<file path="src/rtl/gcr_pkg.sv">
package gcr_pkg;

  // nibble -> 5-bit code word
  function automatic logic [4:0] gcr_enc(input logic [3:0] n);
    logic [4:0] c;
    case (n)
      4'h0: c = 5'b01010; 4'h1: c = 5'b01011; 4'h2: c = 5'b10010; 4'h3: c = 5'b10011;
      4'h4: c = 5'b01110; 4'h5: c = 5'b01111; 4'h6: c = 5'b10110; 4'h7: c = 5'b10111;
      4'h8: c = 5'b01001; 4'h9: c = 5'b11001; 4'hA: c = 5'b11010; 4'hB: c = 5'b11011;
      4'hC: c = 5'b01101; 4'hD: c = 5'b11101; 4'hE: c = 5'b11110; default: c = 5'b10101;
    endcase
    return c;
  endfunction

  typedef struct packed {
    logic       bad;
    logic [3:0] nib;
  } gcr_dec_t;

  // 5-bit group -> nibble, bad set for non-code words
  function automatic gcr_dec_t gcr_dec(input logic [4:0] g);
    gcr_dec_t r;
    r.bad = 1'b0;
    case (g)
      5'b01010: r.nib = 4'h0; 5'b01011: r.nib = 4'h1; 5'b10010: r.nib = 4'h2;
      5'b10011: r.nib = 4'h3; 5'b01110: r.nib = 4'h4; 5'b01111: r.nib = 4'h5;
      5'b10110: r.nib = 4'h6; 5'b10111: r.nib = 4'h7; 5'b01001: r.nib = 4'h8;
      5'b11001: r.nib = 4'h9; 5'b11010: r.nib = 4'hA; 5'b11011: r.nib = 4'hB;
      5'b01101: r.nib = 4'hC; 5'b11101: r.nib = 4'hD; 5'b11110: r.nib = 4'hE;
      5'b10101: r.nib = 4'hF;
      default: begin r.nib = 4'h0; r.bad = 1'b1; end
    endcase
    return r;
  endfunction

endpackage

</file>
<file path="src/rtl/gcr_shift_window.sv">
module gcr_shift_window #(
  parameter int WIN_W = 40
) (
  input  logic             clk,
  input  logic             rst_n,
  input  logic             shift_en,
  input  logic [7:0]       din,
  output logic [WIN_W-1:0] win
);
  logic [WIN_W-1:0] win_d;

  always_comb begin
    win_d = win;
    if (shift_en) win_d = {win[WIN_W-9:0], din};
  end

  always_ff @(posedge clk or negedge rst_n) begin
    if (!rst_n) win <= '0;
    else        win <= win_d;
  end
endmodule

</file>
<file path="src/rtl/gcr_encoder.sv">
module gcr_encoder #(
  parameter int NGRP = 8
) (
  input  logic [NGRP*4-1:0] bin,
  output logic [NGRP*5-1:0] code
);
  import gcr_pkg::*;
  for (genvar i = 0; i < NGRP; i++) begin : g_nib
    assign code[i*5 +: 5] = gcr_enc(bin[i*4 +: 4]);
  end
endmodule

</file>
<file path="src/rtl/gcr_decoder.sv">
module gcr_decoder #(
  parameter int NGRP = 8
) (
  input  logic [NGRP*5-1:0] code,
  output logic [NGRP*4-1:0] bin,
  output logic [NGRP-1:0]   bad
);
  import gcr_pkg::*;
  for (genvar i = 0; i < NGRP; i++) begin : g_grp
    gcr_dec_t r;
    assign r          = gcr_dec(code[i*5 +: 5]);
    assign bin[i*4 +: 4] = r.nib;
    assign bad[i]     = r.bad;
  end
endmodule

</file>
<file path="src/rtl/gcr_recoder.sv">
module gcr_recoder #(
  parameter int BIN_BYTES = 4,
  parameter int ADDR_W    = 4
) (
  input  logic              clk,
  input  logic              rst_n,
  input  logic [ADDR_W-1:0] bus_addr,
  input  logic              bus_wr,
  input  logic [7:0]        bus_wdata,
  input  logic              bus_rd,
  output logic [7:0]        bus_rdata
);
  localparam int NGRP      = BIN_BYTES * 2;
  localparam int WIN_W     = NGRP * 5;
  localparam int BIN_W     = BIN_BYTES * 8;
  localparam int GCR_BYTES = WIN_W / 8;
  localparam int GCR_BASE  = BIN_BYTES;
  localparam int STAT_ADDR = BIN_BYTES + GCR_BYTES;

  // reset: asynchronous assertion, synchronous release
  logic [1:0] rst_sync;
  logic       rst_q;
  always_ff @(posedge clk or negedge rst_n) begin
    if (!rst_n) rst_sync <= 2'b00;
    else        rst_sync <= {rst_sync[0], 1'b1};
  end
  assign rst_q = rst_sync[1];

  logic [WIN_W-1:0] win_q;
  logic [WIN_W-1:0] enc_code;
  logic [BIN_W-1:0] dec_bin;
  logic [NGRP-1:0]  grp_bad;

  gcr_shift_window #(.WIN_W(WIN_W)) u_win (
    .clk(clk), .rst_n(rst_q), .shift_en(bus_wr), .din(bus_wdata), .win(win_q)
  );

  gcr_encoder #(.NGRP(NGRP)) u_enc (
    .bin(win_q[BIN_W-1:0]), .code(enc_code)
  );

  gcr_decoder #(.NGRP(NGRP)) u_dec (
    .code(win_q), .bin(dec_bin), .bad(grp_bad)
  );

  // read decode
  int unsigned a;
  logic [7:0]  rd_mux;
  logic        rd_bin_bad;
  logic        rd_stat;
  logic        err_q, err_d;
  logic [7:0]  rdata_d;

  always_comb begin
    a          = int'(bus_addr);
    rd_mux     = 8'h00;
    rd_bin_bad = 1'b0;
    rd_stat    = 1'b0;
    if (a < GCR_BASE) begin
      rd_mux     = dec_bin[(BIN_BYTES-1-a)*8 +: 8];
      rd_bin_bad = |grp_bad[(BIN_BYTES-1-a)*2 +: 2];
    end else if (a < STAT_ADDR) begin
      rd_mux = enc_code[(GCR_BYTES-1-(a-GCR_BASE))*8 +: 8];
    end else if (a == STAT_ADDR) begin
      rd_mux  = {6'b0, |grp_bad, err_q};
      rd_stat = 1'b1;
    end
  end

  always_comb begin
    err_d   = err_q;
    rdata_d = bus_rdata;
    if (bus_rd) begin
      rdata_d = rd_mux;
      if (rd_stat)    err_d = 1'b0;
      if (rd_bin_bad) err_d = 1'b1;
    end
  end

  always_ff @(posedge clk or negedge rst_q) begin
    if (!rst_q) begin
      err_q     <= 1'b0;
      bus_rdata <= 8'h00;
    end else begin
      err_q     <= err_d;
      bus_rdata <= rdata_d;
    end
  end
endmodule

</file>
<file path="config.mk">
export PLATFORM = sky130hd
export DESIGN_NAME = gcr_recoder
export DESIGN_NICKNAME = d
export VERILOG_FILES = /design/src/rtl/gcr_pkg.sv /design/src/rtl/gcr_shift_window.sv /design/src/rtl/gcr_encoder.sv /design/src/rtl/gcr_decoder.sv /design/src/rtl/gcr_recoder.sv
export SDC_FILE = /design/constraint.sdc
export NUM_CORES = 1
export LEC_CHECK = 0
export ABC_AREA = 1
export ABC_CLOCK_PERIOD_IN_PS = 1800
export BUFFER_PORTS_ARGS = -buffer_cell sky130_fd_sc_hd__buf_2
export CORE_MARGIN = 5
export CORE_UTILIZATION = 38
export DETAILED_ROUTE_END_ITERATION = 10
export PLACE_DENSITY_LB_ADDON = 0.2
export SKIP_LAST_GASP = 1
export SLEW_MARGIN = 30
export SYNTH_ARGS = -nofsm -noshare
export SYNTH_HDL_FRONTEND = slang
export SYNTH_SLANG_ARGS = --single-unit
</file>
<file path="constraint.sdc">
create_clock -name clk -period 1.8 [get_ports clk]
set_input_delay 0.36 -clock clk [delete_from_list [all_inputs] [get_ports clk]]
set_output_delay 0.36 -clock clk [all_outputs]
set_load 0.005 [all_outputs]
</file>
# After elaboration in Yosys (flattened, before gate mapping)

Memory sizes are Yosys's and may differ from the RTL's.
Cells that the tools add are included.

Magnitude comparators: 2
Shift operators: 3
Divide/modulo/power cells: 0
Multiplexer cells: 25
Reduce and logical (&&, ||, !) cells: 12
$add $sub $neg: 3
Bitwise logic cells: 0
Equal/unequal tests: 129
Multiply operators: 0

Operators with widths:

| cell                                                                         | number |
|---|---|
| 4-bit one-hot mux with 15 select lines                                       | 8 |
| 5-bit == test, second input constant                                         | 80 |
| 5-bit by 4-bit == test with 1-bit output, second input constant              | 48 |
| 16-bit OR reduction                                                          | 8 |
| 40-bit by 33-bit variable part select with 8-bit output                      | 1 |
| 32-bit by 33-bit variable part select with 8-bit output                      | 1 |
| 8-bit by 33-bit variable part select with 2-bit output                       | 1 |
| 8-bit two-way mux                                                            | 2 |
| 1-bit two-way mux                                                            | 14 |
| 8-bit OR reduction                                                           | 1 |
| 4-bit by 5-bit subtractor with 6-bit output, first input constant            | 1 |
| 2-bit by 4-bit subtractor with 5-bit output, first input constant            | 1 |
| 4-bit by 3-bit subtractor with 5-bit output, second input constant           | 1 |
| 4-bit == test, second input constant                                         | 1 |
| 4-bit by 3-bit less-than comparator with 1-bit output, second input constant | 1 |
| 4-bit less-than comparator, second input constant                            | 1 |
| 2-bit two-way mux                                                            | 1 |
| 2-bit AND reduction                                                          | 1 |
| 2-bit nonzero test                                                           | 1 |
| 2-bit OR reduction                                                           | 1 |

Output and inout port bits: 8
Latch bits: 0
Memories kept: 8
Word-level logic and storage cells: 186
Bits in writable memories: 0
Flip-flop bits (word level): 51
ROM bits: 640

Memory list:

| memory           | words | bits a word | read ports | clocked after Yosys merged registers in | wr ports | line         | source |
|---|---|---|---|---|---|---|---|
| (name not given) | 16    | 5           | 1          | 0                                       | 0        | gcr_pkg.sv:6 | `case (n)` |
| (name not given) | 16    | 5           | 1          | 0                                       | 0        | gcr_pkg.sv:6 |  |
| (name not given) | 16    | 5           | 1          | 0                                       | 0        | gcr_pkg.sv:6 |  |
| (name not given) | 16    | 5           | 1          | 0                                       | 0        | gcr_pkg.sv:6 |  |
| (name not given) | 16    | 5           | 1          | 0                                       | 0        | gcr_pkg.sv:6 |  |
| (name not given) | 16    | 5           | 1          | 0                                       | 0        | gcr_pkg.sv:6 |  |
| +2 memories      | --    | --          | --         | --                                      | --       | --           |  |

# Logic depth before layout (Yosys ltp)

Gate-level depths: netlist of run 1.

Depth in word-level cells: 8
Depth in mapped cells: 13

# Cells and area by module

Synthesis of run 1 repeated with hierarchy kept, for this count alone.

Cells, all modules: 784
Area, all modules: 4,605.7 µm²

Modules (own cells, without submodules):

| module           | area an instance (µm²) | cells each | times used |
|---|---|---|---|
| gcr_shift_window | 1,614.0                | 170        | 1 |
| gcr_recoder      | 1,431.4                | 264        | 1 |
| gcr_decoder      | 1,129.8                | 246        | 1 |
| gcr_encoder      | 430.4                  | 104        | 1 |

# Worst setup path after synthesis of run 1

No wires, ideal clock.

Path type: input-to-reg
Start point: input bus_addr[0]
End point: register bus_rdata[7]
Library setup time: 0.122 ns
Data arrival time: 1.962 ns
Buffers on the path: 3
Required time: 1.678 ns
Setup slack: -0.284 ns
Cell stages on the path: 13
Cells stage by stage: inv_2 buf_2 buf_2 ha_1 inv_1 buf_2 nand3_1 a21oi_1 nor2_1 nand2_1 nand2_1 a21oi_1 a21oi_2

Word-level cells in the longest chain between the ends: 5
Elaborated cells on any way between the ends: 9
Classes of those cells: add/sub: 3; order compare: 2; shift: 2; mux: 2

Ends and longest elaborated chain:

| what                                                    | line              | source |
|---|---|---|
| from (decl)                                             | gcr_recoder.sv:7  | `input logic [ADDR_W-1:0] bus_addr,` |
| 4-bit by 3-bit subtractor with 5-bit output             | gcr_recoder.sv:63 | `rd_mux = enc_code[(GCR_BYTES-1-(a-GCR_BASE))*8 +: 8];` |
| 4-bit by 5-bit subtractor with 6-bit output             | gcr_recoder.sv:63 |  |
| 40-bit by 33-bit variable part select with 8-bit output | gcr_recoder.sv:63 |  |
| 8-bit two-way mux                                       | gcr_recoder.sv:62 | `end else if (a < STAT_ADDR) begin` |
| 8-bit two-way mux *                                     | gcr_recoder.sv:59 | `if (a < GCR_BASE) begin` |
| to (signal assigned)                                    | gcr_recoder.sv:86 | `bus_rdata <= rdata_d;` |
| to (decl)                                               | gcr_recoder.sv:11 | `output logic [7:0] bus_rdata` |

Every way passes the cells marked *; elsewhere a longest branch is shown, timed or not.
A chain may end at the register's enable or synchronous reset.

# Worst setup path after layout of run 1

Start point: register u_win.win[7]
End point: register err_q

Word-level cells in the longest chain between the ends: 8
Elaborated cells on any way between the ends: 24
Classes of those cells: eq/ne: 16; shift: 1; mux: 3; reduce/logical: 4

Ends and longest elaborated chain:

| what                                                                             | line                   | source |
|---|---|---|
| from (decl)                                                                      | gcr_shift_window.sv:8  | `output logic [WIN_W-1:0] win` |
| from (signal assigned)                                                           | gcr_shift_window.sv:19 | `else win <= win_d;` |
| 5-bit by 4-bit == test with 1-bit output / 5-bit == test (equally long branches) | gcr_pkg.sv:24          | `case (g)` |
| 16-bit OR reduction (no source line) *                                           | --                     |  |
| 1-bit two-way mux *                                                              | gcr_pkg.sv:24          |  |
| 8-bit by 33-bit variable part select with 2-bit output *                         | gcr_recoder.sv:61      | `rd_bin_bad = \|grp_bad[(BIN_BYTES-1-a)*2 +: 2];` |
| 2-bit OR reduction *                                                             | gcr_recoder.sv:61      |  |
| 1-bit two-way mux *                                                              | gcr_recoder.sv:59      |  |
| 2-bit nonzero test (no source line)                                              | --                     |  |
| 2-bit AND reduction (no source line)                                             | --                     |  |
| to (signal assigned)                                                             | gcr_recoder.sv:85      | `err_q <= err_d;` |
| to (decl)                                                                        | gcr_recoder.sv:51      | `logic err_q, err_d;` |

Marked as above.

==> results.toml, run 1 <==
[run_status]
status = "completed"

[die]
core-area_um2 = 10900
die-area_um2 = 13400
ioPinCount = 24
initial_utilization_pct = 39.1
die_h_um = 116
num_rows = 38
die_w_um = 116

[synth]
synthAdderAreaFrac_pct = 2.06
yosys_warnings = 0
ys_seq_area_share_pct = 30.0
synth_compound_area_share_pct = 18.3
synthCells = 689
synth_area_per_cell_um2 = 6.17
synth_top_family_by_area = "simple AND/OR/NAND/NOR gates"
synth-async-reset-ratio_pct = 100
syn-num-nets = 712
synthMuxAreaShare_pct = 0
ys_types = 37
synthSimpleGateAreaFrac_pct = 38.0
netlist_area_um2 = 4250
synthFlopType = "dfrtp_1"
synthXorXnorAreaFrac_pct = 0.588
synth_edf_count = 0
synth_seq_cells = 51

[pwr]
p_leak_nw = 2.39
p_comb_share_pct = 31.2
clkPwrFrac_pct = 27.1
sw_frac_of_total_pct = 38.3
pwr-share-seq_pct = 41.7
p_int_w = 0.00223
vdd_drop_max_mv = 0.370
p_per_area_nw_per_um2 = 753
power.switching_w = 0.00138

[clock_network]
clkSinkCount = 51
numCtsBuffers = 5
clkTransAtPathRegs_ps = 100
cts_tree = "yes"
cts_root_buffer = "clkbuf_8"
clkLatencyLatePin_ps = 320
cts.path.max_buffers = 2
htreeDepth = 2

[detailed_routing]
remaining_drc_errors = 0
top_layer = "met4"
drtIter0Drc = 422
vias_per_cell = 5.50
wl_met3_um = 657
dr_wl_met2_um = 6440
met1_length_um = 6050
vias = 4711
first_pass_iters = 5
routed_wirelength_um = 13400
wl_per_cell_um = 15.7
detail-route-antenna-nets = 0

[global_route]
grt_pass1_wl_um = 22400
grt_pass1_vias = 4615
grt_max_degree = 66
antenna_found_initial = 0
grtUsageTotal_pct = 20.7
grt_overflow_total = 0

[placement]
placed_area_um2 = 4620
place_ws_ps = -11.8
gp_congestion = 0.956
dp_cells = 846
hpwl_um = 10400
port_buffers = 23

[timing]
fmax_mhz = 596
fin_hold_ws_ps = 153
fin_crit_sh_pct = 93.3
min_period_ps = 1680
hold_viol = 0
skew_ps = 4.81
fin_ws_ps = 121
setup_violations = 0
rsz0062_at_grt = "no"
maxSlewViolCount = 0

[cells_and_area]
n_antenna_cell = 0
final_cells = 857
fin_util_pct = 44.1
register_area_um2 = 1290
area_delta_synth_final_pct = 12.8
fin_area_um2 = 4800
nNetsFinal = 739
final_cell_mix = "198 x nand2_1, 71 x nand3_1, 69 x o21ai_0, 65 x nor2_1, 62 x inv_1"
drive_gt1_share_pct = 14.2
num-fill-cells = 1170
multi_input_area_um2 = 2530
final_common_cell = "nand2_1"

[run]
drv_cap = 0

[hold_path]
min_path_type = "register to asynchronous set/reset pin"

[setup_path]
worstPathRequired_ps = 2020
path_max_fanout = 8
cp_data_arrival_time_ps = 1900
worstSetupPathType = "register to register"
startpoint_type = "register"
end_kind = "register"
worst paths after layout:
| path | cells past startpoint | slack, ps | endpoint | start |
|---|---|---|---|---|
| setup / recovery | 10 | 120 | err_q | u_win.win[7] |
| min in group clk | 3 | 240 | u_win.win[7] | bus_wdata[7] |
| hold / removal | 0 | 150 | u_win.win[7] | rst_sync[1] |
| max in group asynchronous | 1 | 990 | u_win.win[31] | rst_sync[1] |
| hold reg to reg | 0 | 150 | u_win.win[7] | rst_sync[1] |
| setup reg to reg | 10 | 120 | err_q | u_win.win[7] |
cells by family after synthesis:
kind of cell / count (synthesis)
adder cells (fa/ha/maj): 7
buffers and inverters: 111
XOR/XNOR: 2
AO/OA/AOI/OAI: 143
other: 1
AND/OR/NAND/NOR: 374
flip-flops: 51
cell type report:
| cell class | count | share of cell area (%) |
|---|---|---|
| clock buffers | 6 | 1.51 |
| clock inverters | 2 | 1.25 |
| inverters | 76 | 6.05 |
| multi-input cells | 527 | 52.7 |
| flip-flops and latches | 51 | 26.9 |
| well taps | 140 | 3.65 |
| repair buffers | 55 | 7.98 |
power groups by stage:
stage               clock, W  combinational (W)  sequential (W)
global route         0.00105            0.00127         0.00154
CTS                 0.000995            0.00110         0.00150
floorplan                  0           0.000843         0.00140
global placement           0            0.00107         0.00152
finish              0.000979            0.00113         0.00151
detailed placement         0            0.00109         0.00152
routing by layer:
| metal | track usage, % | vias to the layer above |
|---|---|---|
| met5 | 0 | - |
| met1 | 27.1 | 2203 |
| li1 | - | 2310 |
| met3 | 3.19 | 27 |
| met2 | 35.4 | 171 |
| met4 | 5.80 | 0 |
through the flow:
step | TNS (ps) | power, W
after floorplan | 0 | 0.00224
after global placement | 0 | 0.00259
after detailed placement | -11.8 | 0.00261
after CTS | 0 | 0.00359
after global routing | 0 | 0.00385
final | 0 | 0.00361
flip-flops by register name (all words and copies together) (netlist names):
signal / flops
u_win.win: 40
bus_rdata: 8
rst_sync: 2
err_q: 1
critical path, cell delays in order (launching register included):
cell	delay, ps
dfrtp_2	500
inv_1	170
nand3_1	90
a21oi_1	180
nor2_1	90
o21ai_1	120
nand2_1	120
a21oi_1	140
nand2_1	70
nand2_1	70
nand2_1	50
what timing repair did:
| item | CTS | global route |
|---|---|---|
| resized for setup | 0 | 14 |
| hold endpoints to repair | 2 | 0 |
| endpoints found under the setup margin | 0 | 7 |
| hold buffers | 1 | 0 |
| buffers inserted | 0 | 2 |
synth_stat cells, types with 4 or more instances:
| library cell | count | area share [%] |
|---|---|---|
| a21boi_1 | 4 | 0.71 |
| dfrtp_1 | 51 | 30 |
| o21ai_1 | 7 | 0.82 |
| buf_4 | 6 | 1.1 |
| nor2_1 | 66 | 5.8 |
| inv_2 | 11 | 0.97 |
| nor3_1 | 7 | 0.82 |
| nand4_1 | 14 | 2.1 |
| a31oi_1 | 8 | 1.2 |
| o211ai_1 | 11 | 1.9 |
| clkbuf_1 | 9 | 0.79 |
| inv_1 | 64 | 5.6 |
| nand3b_1 | 4 | 0.71 |
| a21oi_1 | 40 | 4.7 |
| ha_1 | 7 | 2.1 |
| o21ai_0 | 69 | 8.1 |
| nor2_2 | 7 | 1.0 |
| buf_2 | 18 | 2.1 |
| nand2_1 | 198 | 17 |
| nand3_1 | 71 | 8.4 |
Power figures use the tool's default switching activity.
==> inputs of run 2 (changes only) <==
--- a/config.mk
+++ b/config.mk
@@ -11,7 +11,7 @@
 export CORE_MARGIN = 5
 export CORE_UTILIZATION = 38
 export DETAILED_ROUTE_END_ITERATION = 10
-export PLACE_DENSITY_LB_ADDON = 0.2
+export PLACE_DENSITY = 0.59
 export SKIP_LAST_GASP = 1
 export SLEW_MARGIN = 30
 export SYNTH_ARGS = -nofsm -noshare
==> run 2 against run 1 <==
  * Die area stayed put
  * Sequential power is essentially flat
  * Count of clock-buffer cells in the layout rose by 1
  * Clock skew up 3.8 ps
  * Sequential share of layout area down 0.079 points
  * Worst hold slack gained 84 ps
==> results.toml, run 2 (synthesized netlist as in run 1, its figures left out) <==
[run_status]
status = "completed"

[pwr]
p_leak_nw = 2.40
p_per_area_nw_per_um2 = 700
vdd_drop_max_mv = 0.389

[cells_and_area]
largest_register = "u_win.win"
final_cells = 863
drive_gt1_share_pct = 15.5
n_antenna_cell = 0
final_cell_mix = "198 x nand2_1, 71 x nand3_1, 68 x o21ai_0, 63 x inv_1, 63 x nor2_1"
final_common_cell = "nand2_1"
fin_util_pct = 44.2
num-fill-cells = 1181
nNetsFinal = 745
fin_area_um2 = 4820
largest_reg_flops = 40
area_delta_synth_final_pct = 13.3
reg_top3 = "u_win.win: 40 flops, bus_rdata: 8 flops, rst_sync: 2 flops"

[placement]
hpwl_um = 10400
placed_area_um2 = 4660
dp_cells = 851
gp_congestion = 0.923
port_buffers = 23

[setup_path]
crit_slowest_cell = "dfrtp_2"
cp_data_arrival_time_ps = 1880
cpMostUsedCell = "nand3_1"
cp_cell_sequence = "inv_2, nor2_2, nor2_1, nor2_2, nor2_1, nand2_1, nand3_1, nand3_1, nand3_1, a21oi_1"
max_stage_delay_ps = 500
worstPathRequired_ps = 2020
path_max_fanout = 7
end_kind = "register"
r2r_slack_ps = 130
worstSetupPathType = "register to register"
startpoint_type = "register"
cp_top_family = "simple AND/OR/NAND/NOR gates"
path_buf_inv = 1

[detailed_routing]
detail-route-antenna-nets = 0
first_pass_iters = 5
routed_wirelength_um = 13200
wl_per_cell_um = 15.3
vias_per_cell = 5.40
drtIter0Drc = 476
vias = 4660
remaining_drc_errors = 0

[clock_network]
cts.path.max_buffers = 2
clkLatencyLatePin_ps = 320
clkTransAtPathRegs_ps = 100
cts_tree = "yes"
cts_root_buffer = "clkbuf_8"
clkSinkCount = 51
numCtsBuffers = 5
htreeDepth = 2

[die]
ioPinCount = 24
num_rows = 38
die_w_um = 116
die-area_um2 = 13400
die_h_um = 116
core-area_um2 = 10900
initial_utilization_pct = 39.1

[global_route]
grt_pass1_vias = 4482
grtUsageTotal_pct = 20.8
grt_max_degree = 34
antenna_found_initial = 0
grt_pass1_wl_um = 22200
grt_overflow_total = 0

[timing]
fin_setup_tns_ps = 0
rsz0062_at_grt = "yes"
skew_ps = 8.61
setup_violations = 0
fmax_mhz = 600
min_period_ps = 1670
maxSlewViolCount = 0
hold_viol = 0
fin_crit_sh_pct = 92.5

[hold_path]
min_path_type = "input pin to register"

[run]
drv_cap = 0
==> run 2: cell types whose count changed in the layout (fill, tap and decap cells not counted), sizes merged <==
cell and change:
clkbuf +1, bufinv -2, clkinv +1, buf +6
==> run 2: repair_timing <==
item	CTS	global route
hold endpoints to repair	2	0
setup buffers	0	3
hold buffers	1	0
gates resized for setup	0	18
endpoints found under the setup margin	0	6
==> run 2: power breakdown <==
part	switching, W	internal, W	leakage, nW
registers	0.000227	0.00128	0.628
logic	0.000722	0.000405	1.72
clock network	0.000420	0.000316	0.0484
==> run 2: tightest hold or removal path, cell delays in order <==
cell and delay [ps]:
buf_2 80, nand2_1 40, o21ai_0 60
==> run 2: cell type report <==
class,instances,area [um2],share of cell area [%]
clock inverters,1,8.76,0.182
repair buffers,61,428,8.88
clock buffers,7,86.3,1.79
well taps,140,175,3.64
flip-flops and latches,51,1290,26.8
inverters,76,290,6.03
multi-input cells,527,2540,52.7
==> run 2: through the flow <==
stage	setup slack [ps]	total power, W	hold slack, ps
after floorplan	30.4	0.00224	64.4
after global placement	55.4	0.00260	146
after detailed placement	23.7	0.00261	149
after CTS	82.5	0.00336	238
after global routing	-27.9	0.00362	250
final	134	0.00337	237
==> run 2: path summary, 6_finish.rpt <==
path,start,endpoint,cells after the start
worst max-delay path,u_win.win[8],bus_rdata[4],10
max in group asynchronous,rst_sync[1],u_win.win[6],1
worst max register to register,u_win.win[8],bus_rdata[4],10
min in group asynchronous,rst_sync[1],u_win.win[14],1
worst min register to register,rst_sync[1],u_win.win[14],1
worst min-delay path,bus_wdata[3],u_win.win[3],3
==> run 2: layer usage <==
layer  GRT usage (%)  up-vias  share of wire (%)
met5               0        -                  0
met4            4.41        0                1.5
met3            2.56       22                4.9
met2            35.9      131                 49
met1            28.0     2184                 44
li1                -     2323                  -
